--- config.mk ---
export PLATFORM = sky130hd
export DESIGN_NAME = ring_index_ctrl
export DESIGN_NICKNAME = d
export VERILOG_FILES = /design/src/rtl/ring_index_ctrl.sv
export SDC_FILE = /design/constraint.sdc
export NUM_CORES = 1
export LEC_CHECK = 0
export CAP_MARGIN = 20
export CORE_UTILIZATION = 53
export CTS_BUF_LIST = sky130_fd_sc_hd__clkbuf_8 sky130_fd_sc_hd__clkbuf_16
export DETAILED_ROUTE_END_ITERATION = 7
export GPL_TIMING_DRIVEN = 0
export PLACE_DENSITY = 0.79
export SYNTH_ARGS = -nofsm -noshare
export SYNTH_HDL_FRONTEND = slang
export SYNTH_SLANG_ARGS = --single-unit
export TNS_END_PERCENT = 20
--- constraint.sdc ---
create_clock -name clk -period 3.8 [get_ports clk]
set_input_delay 0.76 -clock clk [delete_from_list [all_inputs] [get_ports clk]]
set_output_delay 0.76 -clock clk [all_outputs]
set_load 0.01 [all_outputs]
--- src/rtl/ring_index_ctrl.sv ---
module ring_index_ctrl #(
  parameter int DW       = 32,
  parameter int AW       = 3,
  parameter int MAX_LOG2 = 10,
  parameter int LEN_W    = 16
) (
  input  logic                clk,
  input  logic                rst_n,
  input  logic                we,
  input  logic [AW-1:0]       waddr,
  input  logic [DW-1:0]       wdata,
  input  logic                done,
  output logic [MAX_LOG2-1:0] rd_idx,
  output logic [MAX_LOG2-1:0] wr_idx,
  output logic [MAX_LOG2-1:0] occupancy,
  output logic                empty,
  output logic                full,
  output logic                hi_mark,
  output logic                lo_mark,
  output logic [LEN_W-1:0]    max_len,
  output logic                swap_src,
  output logic                swap_dst
);
  localparam int IW = MAX_LOG2;
  localparam int SW = MAX_LOG2 + 1;
  localparam logic [SW-1:0] SIZE_MAX = SW'(1) << MAX_LOG2;
  localparam logic [AW-1:0] A_SIZE = AW'(0);
  localparam logic [AW-1:0] A_PROD = AW'(1);
  localparam logic [AW-1:0] A_POST = AW'(2);
  localparam logic [AW-1:0] A_MARK = AW'(3);
  localparam logic [AW-1:0] A_LEN  = AW'(4);
  localparam logic [AW-1:0] A_SWAP = AW'(5);

  logic [SW-1:0] size_q, lo_q, hi_q;
  logic [IW-1:0] rd_q, wr_q, mask, free_cnt;
  logic [LEN_W-1:0] len_q;
  logic [1:0] swap_q;
  logic size_ok, wr_size;

  assign mask     = IW'(size_q - SW'(1));
  assign size_ok  = (wdata >= DW'(2)) && (wdata <= DW'(SIZE_MAX)) &&
                    ((wdata & (wdata - DW'(1))) == '0);
  assign wr_size  = we && (waddr == A_SIZE) && size_ok;
  assign occupancy = (wr_q - rd_q) & mask;
  assign free_cnt  = (rd_q - IW'(1) - wr_q) & mask;
  assign empty    = (rd_q == wr_q);
  assign full     = (free_cnt == '0);
  assign hi_mark  = {1'b0, occupancy} >= hi_q;
  assign lo_mark  = {1'b0, occupancy} <= lo_q;
  assign rd_idx   = rd_q;
  assign wr_idx   = wr_q;
  assign max_len  = len_q;
  assign swap_src = swap_q[0];
  assign swap_dst = swap_q[1];

  always_ff @(posedge clk or negedge rst_n) begin
    if (!rst_n) begin
      size_q <= SIZE_MAX;
      rd_q   <= '0;
      wr_q   <= '0;
    end else if (wr_size) begin
      size_q <= wdata[SW-1:0];
      rd_q   <= '0;
      wr_q   <= '0;
    end else begin
      if (done && !empty)
        rd_q <= (rd_q + IW'(1)) & mask;
      if (we && waddr == A_PROD)
        wr_q <= wdata[IW-1:0] & mask;
      else if (we && waddr == A_POST && !full)
        wr_q <= (wr_q + IW'(1)) & mask;
    end
  end

  always_ff @(posedge clk or negedge rst_n) begin
    if (!rst_n) begin
      lo_q   <= '0;
      hi_q   <= SIZE_MAX;
      len_q  <= '0;
      swap_q <= '0;
    end else if (we) begin
      case (waddr)
        A_MARK: begin
          lo_q <= wdata[SW-1:0];
          hi_q <= wdata[16+SW-1:16];
        end
        A_LEN:  len_q  <= wdata[LEN_W-1:0];
        A_SWAP: swap_q <= wdata[1:0];
        default: ;
      endcase
    end
  end

  p_bad_size_ignored_r2: assert property (@(posedge clk) disable iff (!rst_n)
    (we && waddr == A_SIZE && !size_ok) |=> $stable(size_q));
  p_size_clears_r2: assert property (@(posedge clk) disable iff (!rst_n)
    wr_size |=> (rd_idx == '0 && wr_idx == '0));
  p_no_overflow_r4: assert property (@(posedge clk) disable iff (!rst_n)
    (we && waddr == A_POST && full) |=> $stable(wr_idx));
  p_no_underflow_r5: assert property (@(posedge clk) disable iff (!rst_n)
    (done && empty && !(we && (waddr == A_SIZE || waddr == A_PROD))) |=> $stable(rd_idx));
  p_flags_exclusive_r7: assert property (@(posedge clk) disable iff (!rst_n)
    !(empty && full));
  p_read_step_r5: assert property (@(posedge clk) disable iff (!rst_n)
    (done && !empty && !wr_size) |=> (rd_idx != $past(rd_idx)));
endmodule

# Yosys cells after proc, flatten, opt, wreduce, memory -nomap -nowiden
# Index checks and enable logic that the tools add are counted.
# totals
ff_bits	70
latch_bits	0
ram_bits	0
romBits	0
inputBits	39
elab_cells	53
n_memories	0
# op_classes
addsub	7
multipliers	0
div	0
n_lt_le_gt_ge	4
n_eq_ne	6
n_shift	0
muxes	5
n_bitwise	6
reduce_logical	18
# ops
operator	count
10-bit bitwise AND	5
10-bit 2-to-1 mux	5
32-bit bitwise AND	1
32-bit by 2-bit greater-or-equal comparator with 1-bit output (second input constant)	1
32-bit by 11-bit less-or-equal comparator with 1-bit output (second input constant)	1
32-bit zero test	1
32-bit by 1-bit subtractor with 32-bit output (second input constant)	1
10-bit by 1-bit adder with 10-bit output (second input constant)	2
10-bit by 1-bit subtractor with 10-bit output (second input constant)	2
10-bit subtractor	2
10-bit by 11-bit greater-or-equal comparator with 1-bit output	1
10-bit by 11-bit less-or-equal comparator with 1-bit output	1
10-bit equality test	1
10-bit zero test	1
1-bit logical AND	8
3-bit by 2-bit equality test with 1-bit output (second input constant)	2
3-bit equality test (second input constant)	2
2-bit AND reduction	3
3-bit by 1-bit equality test with 1-bit output (second input constant)	1
3-bit zero test	1
3-bit nonzero test	1
1-bit zero test	2
2-bit nonzero test	1

# Depth between registers and ports, before layout
# depth
ltp_word	9
mapped_depth	16
depth_no_buf	16

# Worst setup path before layout
# Ideal clock, no wire load.
# synth_timing
path_kind	register to output
startpoint	register rd_q[1], in the netlist rd_idx[1]
endpoint	output port lo_mark
t_arrival_ns	2.941
required_ns	3.040
setup_slack_ns	0.099
stages_incl_launch_ff	14
n_path_buf	0
path_cell_list	dfrtp_1 > inv_1 > ha_1 > nor2b_1 > o21ai_0 > a21boi_0 > o21ai_0 > a21oi_1 > a31oi_1 > xnor2_1 > nor2_1 > ha_1 > nand4_1 > o311ai_0
# synth_between
elab_chain_cells	3
# synth_rtl
element	line	source
from (decl)	35	logic [IW-1:0] rd_q, wr_q, mask, free_cnt;
from (signal assigned)	67	rd_q <= (rd_q + IW'(1)) & mask;
10-bit subtractor	44	assign occupancy = (wr_q - rd_q) & mask;
10-bit bitwise AND	44	
via occupancy[9]	15	output logic [MAX_LOG2-1:0] occupancy,
10-bit by 11-bit less-or-equal comparator with 1-bit output	49	assign lo_mark = {1'b0, occupancy} <= lo_q;
to (decl)	19	output logic lo_mark,
# The timed path passes the listed nets, and every way through them passes these cells.

# Worst setup path after layout
# layout_timing
startpoint	register wr_q[3], in the netlist wr_idx[3]
endpoint	output port lo_mark
# layout_between
elab_chain_cells	3
# layout_rtl
element	line	source
from (decl)	35	
from (signal assigned)	69	wr_q <= wdata[IW-1:0] & mask;
from (signal assigned)	71	wr_q <= (wr_q + IW'(1)) & mask;
10-bit subtractor	44	
10-bit bitwise AND	44	
10-bit by 11-bit less-or-equal comparator with 1-bit output	49	
# Every way passes these cells.

==> out/summary.txt <==
full die area - 0.00948 mm^2
area leader, netlist - dfrtp_1
Crit. End Element - output pin
Least-Margin Pin Slew - 1.05 ns
TritonCTS clock tree - done
max cap viols - 0
overall power - 2.81 mW
period utilization - 105%
most common cell in the netlist - dfrtp_1
routed via count - 4382
core area - 0.00876 mm^2
all-layer global routing usage - 29.0%
# hold bufs at CTS - 0
flop-to-flop setup slack - 0.31 ns
peak supply drop - 0.000305 V
Fin. Hold Viols - 0
f_max - 0.250 GHz
IO buf count - 90
Worst Path Required - 3.04 ns
Bufs on Longest Clock Path - 2
clk_lat worst skew - 0.35 ns
sequential share of the synthesized area - 36.4%
FF/Latch Area - 0.00176 mm^2
syn_area_per_cell - 9.56 um^2
IO Count - 91
Clock Sinks - 70
post-DP HPWL - 9850 um
RePlAce Congestion - 0.863
ranking of synthesized cells by area - dfrtp_1, mux2_2, ha_1
violated checks - setup timing
share of the synthesized area in the top cell type - 35.8%
Synth cell types - 59
DRC - 0
largest net degree at the start of global routing - 71
H-tree depth - 3
unrepaired setup endpoints after global routing - yes
Via-to-Cell Ratio - 5.99
crit path kind - flip-flop to output pin
final worst path period need - 4.00 ns
Post-synth EDFFs - 0
Final Max Slew Viols - 0
syn nets - 584
number of global-route vias before repair - 4334
die height - 97.4 um
area of the multi-input gates - 0.00303 mm^2
ANT cells - 0
pre-CTS setup slack - -0.916 ns
Initial Util - 55.0%
FF-to-FF path depth - 13
most frequent cells after synthesis - dfrtp_1, mux2_2, inv_1
Lkg Pwr - 2.82 nW
final worst slack - -0.200 ns
Routed WL - 13500 um
YS warnings - 0
gr ovfl total - 0
Area Growth Syn to Fin - 32.9%
final setup TNS - -0.379 ns
global-route wire length before repair - 21800 um
Nets - 698
fillers - 645
pwr/cell area - 439 mW/mm^2
status - finished with violations
drt first pass iters - 5
die width - 97.4 um
FP Rows - 34
Num CTS Buffers - 9
post-synthesis cell area - 0.00482 mm^2
Yosys reg bits - 70
ratio of cells with drive above 1 in the final layout - 23.0%
clock root buffer - clkbuf_8
Main synth FF type - dfrtp_1
slew margin rel. - 29.3%
Critical Path Fanout Max - 7
initial antenna violation count - 0
clk slew on worst S/H paths - 0.09 ns
skew final - 0.0121 ns
Final ANT Viol Nets - 0
Post-synth ARST share - 100%
Final setup viols - 2
Setup crit start kind - flip-flop
wire per inst - 18.5 um
DR iter-0 viols - 258
Worst Hold Class - input pin to asynchronous set/reset pin
Post-Syn Instances - 504
Worst EP arrival - 3.24 ns
timing repair:
item,in CTS,in global routing
endpoints found under the setup margin,9,5
setup buffers,13,0
pin swaps,26,3
gates resized for setup,67,10
sequential cells by signal, indices dropped and copies added, names as in the netlist:
register,cells
hi_q,11
lo_q,11
wr_idx,10
swap_q,2
size_q,10
max_len,16
rd_idx,10
critical path, stage by stage, from the launching register on:
cell,delay (ns)
dfrtp_1,0.47
ha_1,0.32
buf_2,0.21
a21boi_2,0.25
o21ai_2,0.11
a21oi_2,0.18
a31oi_1,0.12
xnor2_1,0.19
nor2_2,0.09
ha_1,0.34
nand4_1,0.11
o311ai_2,0.31
buf_2,0.19
report_power, final:
group | internal, mW | total [mW] | switching, mW | leakage [nW]
logic | 0.586 | 1.13 | 0.540 | 1.81
registers | 0.852 | 0.915 | 0.0625 | 0.877
clock network | 0.459 | 0.772 | 0.313 | 0.127
routing by layer:
metal  track usage (%)  part of all wire [%]  up-vias
li1                  -                     -     2017
met1              40.3                    44     2189
met2              46.0                    48      151
met3              4.82                   5.8       25
met4              10.3                   1.9        0
met5                 0                     0        -
cell type report:
class,count,share of cell area (%)
Tap cell,108,2.11
Inverter,45,2.64
Buffer,15,1.19
Timing Repair Buffer,103,15.4
Clock inverter,6,1.82
Clock buffer,10,2.15
Multi-Input combinational cell,374,47.2
Sequential cell,70,27.5
cells by family after synthesis:
group,after synthesis,share of synthesized area (%)
XOR/XNOR,29,5.43
AND/OR/NAND/NOR,153,16.5
flip-flops,70,36.4
adder cells (fa/ha/maj),42,11.0
buffers and inverters,60,5.01
AO/OA/AOI/OAI,94,12.8
multiplexers,56,12.9
per-stage QoR:
step / std cells / hold slack (ns) / instance area, um^2 / util (%)
after CTS: 731 / 0.511 / 6380 / 72.8
after detailed placement: 702 / 0.475 / 5850 / 66.8
final: 731 / 0.511 / 6400 / 73.1
after global placement: 702 / 0.466 / 5860 / 66.8
after global routing: 731 / 0.526 / 6400 / 73.1
after floorplan: 504 / 0.454 / 4820 / -
worst paths after layout:
check,endpoint,startpoint
max,lo_mark,wr_idx[3]
min,rd_idx[4],rst_n
max reg2reg,wr_idx[1],wr_idx[0]
min reg2reg,swap_q[0],swap_q[0]
max in group asynchronous,wr_idx[5],rst_n
min in group clk,swap_q[0],swap_q[0]
cell usage in the layout, fill, tap and decap left out, drive strengths merged, types with 5 or more instances in the layout:
| cell type | instances |
|---|---|
| nand2 | 20 |
| o21ai | 24 |
| nand2b | 13 |
| a21o | 7 |
| and3 | 5 |
| nor4b | 5 |
| a21oi | 26 |
| a211oi | 5 |
| clkbuf | 17 |
| nor2 | 42 |
| mux2 | 47 |
| ha | 40 |
| nor3 | 12 |
| dfrtp | 69 |
| buf | 26 |
| a211o | 7 |
| mux2i | 9 |
| nor2b | 11 |
| clkdlybuf4s50 | 85 |
| xor2 | 8 |
| nor4 | 8 |
| nand3 | 18 |
| xnor2 | 21 |
| inv | 46 |
| nand4 | 5 |
Note: power is estimated with default switching activity, not from simulation.
